===== src/rtl/gpio_irq_pkg.sv =====
package gpio_irq_pkg;

  // One pin's slice of the type word
  typedef struct packed {
    logic dual;      // both edges
    logic edge_sel;  // 1 = edge, 0 = level
    logic pol;       // 1 = high / rising
  } det_cfg_t;

  typedef enum logic [2:0] {
    DET_LVL_LO    = 3'd0,
    DET_LVL_HI    = 3'd1,
    DET_EDGE_FALL = 3'd2,
    DET_EDGE_RISE = 3'd3,
    DET_EDGE_ANY  = 3'd4
  } det_mode_e;

  function automatic det_mode_e decode_mode(det_cfg_t c);
    det_mode_e m;
    if (!c.edge_sel)  m = c.pol ? DET_LVL_HI : DET_LVL_LO;
    else if (c.dual)  m = DET_EDGE_ANY;
    else              m = c.pol ? DET_EDGE_RISE : DET_EDGE_FALL;
    return m;
  endfunction

endpackage


===== src/rtl/gpio_irq_cfg.sv =====
// Type and enable registers, plus per-pin detection of type changes
module gpio_irq_cfg #(
  parameter int NUM_PINS = 8,
  localparam int TYPE_W  = 3 * NUM_PINS
) (
  input  logic                clk,
  input  logic                rst_n,
  input  logic                type_wr_en,
  input  logic [TYPE_W-1:0]   type_wr_data,
  input  logic                en_wr_en,
  input  logic [NUM_PINS-1:0] en_wr_data,
  output logic [TYPE_W-1:0]   type_q,
  output logic [NUM_PINS-1:0] enable_q,
  output logic [NUM_PINS-1:0] hist_clr
);

  always_ff @(posedge clk or negedge rst_n) begin
    if (!rst_n) begin
      type_q   <= '0;
      enable_q <= '0;
    end else begin
      if (type_wr_en) type_q   <= type_wr_data;
      if (en_wr_en)   enable_q <= en_wr_data;
    end
  end

  // A write that alters any of a pin's three bits drops that pin's history
  for (genvar g = 0; g < NUM_PINS; g++) begin : g_chg
    logic [2:0] old_bits, new_bits;
    assign old_bits = {type_q[g+2*NUM_PINS], type_q[g+NUM_PINS], type_q[g]};
    assign new_bits = {type_wr_data[g+2*NUM_PINS], type_wr_data[g+NUM_PINS],
                       type_wr_data[g]};
    assign hist_clr[g] = type_wr_en && (old_bits != new_bits);
  end

endmodule


===== src/rtl/gpio_irq_pin_det.sv =====
// One pin: sample history, event detection, pending latch
module gpio_irq_pin_det
  import gpio_irq_pkg::*;
(
  input  logic     clk,
  input  logic     rst_n,
  input  logic     pin,
  input  det_cfg_t cfg,
  input  logic     hist_clr,
  input  logic     clr,
  output logic     status
);

  logic      prev_q;
  logic      hist_ok_q;
  logic      evt;
  det_mode_e mode;

  assign mode = decode_mode(cfg);

  always_comb begin
    unique case (mode)
      DET_LVL_LO:    evt = ~pin;
      DET_LVL_HI:    evt = pin;
      DET_EDGE_RISE: evt = hist_ok_q & pin & ~prev_q;
      DET_EDGE_FALL: evt = hist_ok_q & ~pin & prev_q;
      DET_EDGE_ANY:  evt = hist_ok_q & (pin ^ prev_q);
      default:       evt = 1'b0;
    endcase
  end

  always_ff @(posedge clk or negedge rst_n) begin
    if (!rst_n) begin
      prev_q    <= 1'b0;
      hist_ok_q <= 1'b0;
      status    <= 1'b0;
    end else begin
      prev_q    <= pin;
      hist_ok_q <= ~hist_clr;
      // a new event outranks a clear in the same cycle
      status    <= (status & ~clr) | evt;
    end
  end

endmodule


===== src/rtl/gpio_irq_combine.sv =====
// Masks pending bits by enable and registers the OR
module gpio_irq_combine #(
  parameter int NUM_PINS = 8
) (
  input  logic                clk,
  input  logic                rst_n,
  input  logic [NUM_PINS-1:0] status,
  input  logic [NUM_PINS-1:0] enable,
  output logic                req
);

  always_ff @(posedge clk or negedge rst_n) begin
    if (!rst_n) req <= 1'b0;
    else        req <= |(status & enable);
  end

endmodule


===== src/rtl/gpio_irq_detect.sv =====
module gpio_irq_detect
  import gpio_irq_pkg::*;
#(
  parameter int NUM_PINS = 8,
  localparam int TYPE_W  = 3 * NUM_PINS
) (
  input  logic                clk,
  input  logic                rst_n,
  input  logic [NUM_PINS-1:0] pin_in,
  input  logic                type_wr_en,
  input  logic [TYPE_W-1:0]   type_wr_data,
  input  logic                en_wr_en,
  input  logic [NUM_PINS-1:0] en_wr_data,
  input  logic                clr_wr_en,
  input  logic [NUM_PINS-1:0] clr_wr_data,
  output logic [NUM_PINS-1:0] irq_status,
  output logic                irq_req
);

  logic [TYPE_W-1:0]   type_q;
  logic [NUM_PINS-1:0] enable_q;
  logic [NUM_PINS-1:0] hist_clr;
  logic [NUM_PINS-1:0] clr_mask;

  assign clr_mask = clr_wr_en ? clr_wr_data : '0;

  gpio_irq_cfg #(.NUM_PINS(NUM_PINS)) cfg_i (
    .clk          (clk),
    .rst_n        (rst_n),
    .type_wr_en   (type_wr_en),
    .type_wr_data (type_wr_data),
    .en_wr_en     (en_wr_en),
    .en_wr_data   (en_wr_data),
    .type_q       (type_q),
    .enable_q     (enable_q),
    .hist_clr     (hist_clr)
  );

  for (genvar g = 0; g < NUM_PINS; g++) begin : g_pin
    det_cfg_t pin_cfg;
    assign pin_cfg = '{dual:     type_q[g+2*NUM_PINS],
                       edge_sel: type_q[g+NUM_PINS],
                       pol:      type_q[g]};
    gpio_irq_pin_det det_i (
      .clk      (clk),
      .rst_n    (rst_n),
      .pin      (pin_in[g]),
      .cfg      (pin_cfg),
      .hist_clr (hist_clr[g]),
      .clr      (clr_mask[g]),
      .status   (irq_status[g])
    );
  end

  gpio_irq_combine #(.NUM_PINS(NUM_PINS)) comb_i (
    .clk    (clk),
    .rst_n  (rst_n),
    .status (irq_status),
    .enable (enable_q),
    .req    (irq_req)
  );

endmodule


===== config.mk =====
export PLATFORM = sky130hd
export DESIGN_NAME = gpio_irq_detect
export DESIGN_NICKNAME = d
export VERILOG_FILES = /design/src/rtl/gpio_irq_pkg.sv /design/src/rtl/gpio_irq_cfg.sv /design/src/rtl/gpio_irq_pin_det.sv /design/src/rtl/gpio_irq_combine.sv /design/src/rtl/gpio_irq_detect.sv
export SDC_FILE = /design/constraint.sdc
export NUM_CORES = 1
export LEC_CHECK = 0
export ABC_AREA = 1
export BUFFER_PORTS_ARGS = -buffer_cell sky130_fd_sc_hd__buf_2
export CAP_MARGIN = 15
export CORE_MARGIN = 10
export CORE_UTILIZATION = 45
export CTS_CLUSTER_SIZE = 16
export DETAILED_ROUTE_END_ITERATION = 16
export PLACE_DENSITY = 0.68
export SLEW_MARGIN = 30
export SYNTH_ARGS = -nofsm -noshare
export SYNTH_HDL_FRONTEND = slang
export SYNTH_SLANG_ARGS = --single-unit

===== constraint.sdc =====
create_clock -name clk -period 1.9 [get_ports clk]
set_input_delay 0.38 -clock clk [delete_from_list [all_inputs] [get_ports clk]]
set_output_delay 0.38 -clock clk [all_outputs]
set_load 0.03 [all_outputs]

==> out/metrics.cfg <==
[setup_path]
worstPathMaxFanout = 3
reg2reg_from = cfg_i.type_q[0]
r2r_slack_ns = 1.03
cp_top_family = flip-flops
cp.required_ns = 1.52
arrival_ns = 0.94
path_buf_inv = 1
start_kind = register
critPathCaptureType = primary output
path_class = reg2out
critPathMaxStageDelay_ns = 0.39
worstReg2RegEnd = g_pin[0].det_i.status
reg2reg_depth = 6
path_cells = buf_2
critPathSlowestCell = dfrtp_1

[sta]
period_minus_slack_ns = 1.32
rsz0062_at_grt = false
worstMarginPinSlew_ns = 0.303
timing_hold_violations_final = 0
slew_violations = 0
max_freq_mhz = 760
relSlewSlack_pct = 79.8
finalSetupTns_ns = 0
fin_hold_ws_ns = 0.0509
min_period_over_period_pct = 69.2
setup_viol = 0
skew_ns = 0.00286

[power_and_ir_drop]
total_power_mw = 2.91
power_leakage_nw = 1.76
powerDensity_mw_per_mm2 = 889
ir_drop_mv = 0.429

[yosys]
synth_nets = 372
yosys_warnings = 0
syn_inst = 319
ys_seq_area_share_pct = 51.4
synth-seq-cells = 57
yosysTopAreaCellShare_pct = 51.4
synth_top_cell_by_area = dfrtp_1
syn_area_mm2 = 0.00278
synth_area_leaders = dfrtp_1, nand2_1, xnor2_1, mux2_2, inv_1
yosysUniqueCellTypes = 15
avgSynthCellArea_um2 = 8.70

[final_layout]
final_cells = 458
diodes = 0
drive_gt1_share_pct = 25.3
fin_util_pct = 55.0
area_growth_pct = 18.0
fin_nets = 431

[detailed_routing]
ant_nets = 0
wirelength_um = 5640
firstDrtPassIters = 4
drc = 0
via_count = 2093
drt_first_iter_violations = 63
via_per_inst = 4.57
wire_per_inst_um = 12.3

[cts]
postCtsHoldBufs = 0
cts-root-buf = clkbuf_8
clk_latency_ns = 0.32
cts_setup_buffers = 0
cts_buffer_depth = 2
cts_tree = built
cts_made_buffers = 9
post_cts_resize_count = 0
htree_levels = 3
path_clk_slew_ns = 0.06
clock-sinks = 57

[grt]
grt_max_degree = 58
antenna_found_initial = 0
grt.overflow.total = 0
grt_usage_pct = 12.1
grt_pass1_wl_um = 9710
grt_pass1_vias = 2216

[outcome]
status = finished clean

[placement]
place.gp.congestion = 0.737
dpl.cell_count = 442
place_hpwl_um = 4230
numPortBuffers = 61

[die]
die_w_um = 98.5
start_util_pct = 46.6
die_y_um = 98.5
core_area_mm2 = 0.00596
dieArea_mm2 = 0.00971
io_pins = 62
row_count = 28

[run]
cap_viol_max_count = 0

[worst_hold_path]
hp-class = in2async

cells by family after synthesis:
| group | synth area share [%] |
|---|---|
| DFF | 51.4 |
| and+or+nand+nor | 22.3 |
| muxes | 9.20 |
| xor gates and xnor gates | 5.68 |
| AOI/OAI and AO/OA | 2.71 |
| buffers and inverters | 8.70 |
layout make-up:
type	instances	area, um2
clock buffers	13	159
clock inverters	3	15.0
fillers	570	2680
inverters	34	128
multi-input cells	213	1110
flip-flops and latches	57	1430
well taps	75	93.8
repair buffers	63	345
cells in the final DEF, fill, tap and decap left out:
| cell type | n |
|---|---|
| a21oi_1 | 1 |
| buf_12 | 2 |
| buf_2 | 61 |
| clkbuf_1 | 2 |
| clkbuf_8 | 11 |
| clkinv_2 | 3 |
| dfrtp_1 | 57 |
| inv_1 | 34 |
| mux2_2 | 12 |
| mux2_4 | 8 |
| nand2_1 | 142 |
| nand3_1 | 15 |
| nor2_1 | 3 |
| o21ai_0 | 14 |
| xnor2_1 | 18 |
worst max-delay path by stage:
stage | start | endpoint | cells after the start
after floorplan | type_wr_en | cfg_i.type_q[10] | 3
after global placement | type_wr_en | cfg_i.type_q[14] | 3
after detailed placement | type_wr_en | cfg_i.type_q[14] | 3
after CTS | g_pin[5].det_i.status | irq_status[5] | 1
after global routing | g_pin[5].det_i.status | irq_status[5] | 1
final | g_pin[1].det_i.status | irq_status[1] | 1
through the flow:
step           area [um2]  worst slack (ns)
2_1_floorplan        2780             0.864
3_3_place_gp         3100             0.721
3_5_place_dp         3100             0.698
4_1_cts              3270             0.559
5_1_grt              3270             0.540
6_report             3270             0.584
power by group:
| part | switching, mW | internal, mW |
|---|---|---|
| Clock | 0.445 | 0.538 |
| Sequential | 0.0889 | 1.33 |
| Combinational | 0.279 | 0.229 |
cell usage after synthesis, drive strengths merged:
| master | number |
|---|---|
| buf | 13 |
| clkbuf | 2 |
| nand3 | 15 |
| inv | 34 |
| mux2 | 20 |
| dfrtp | 57 |
| a21oi | 1 |
| o21ai | 14 |
| xnor2 | 18 |
| nand2 | 142 |
| nor2 | 3 |
state kept, by name, summed over array words and instances (netlist names):
register               count
cfg_i.enable_q             8
cfg_i.type_q              24
comb_i.req                 1
g_pin.det_i.hist_ok_q      8
g_pin.det_i.prev_q         8
g_pin.det_i.status         8
per-layer routing:
layer / track usage [%] / wire [um] / up-vias
met5: 0 / 0 / -
met4: 6.39 / 110 / 0
met3: 3.63 / 309 / 12
met2: 20.2 / 2700 / 52
met1: 13.5 / 2520 / 944
li1: - / - / 1085
Power figures use the tool's default switching activity.
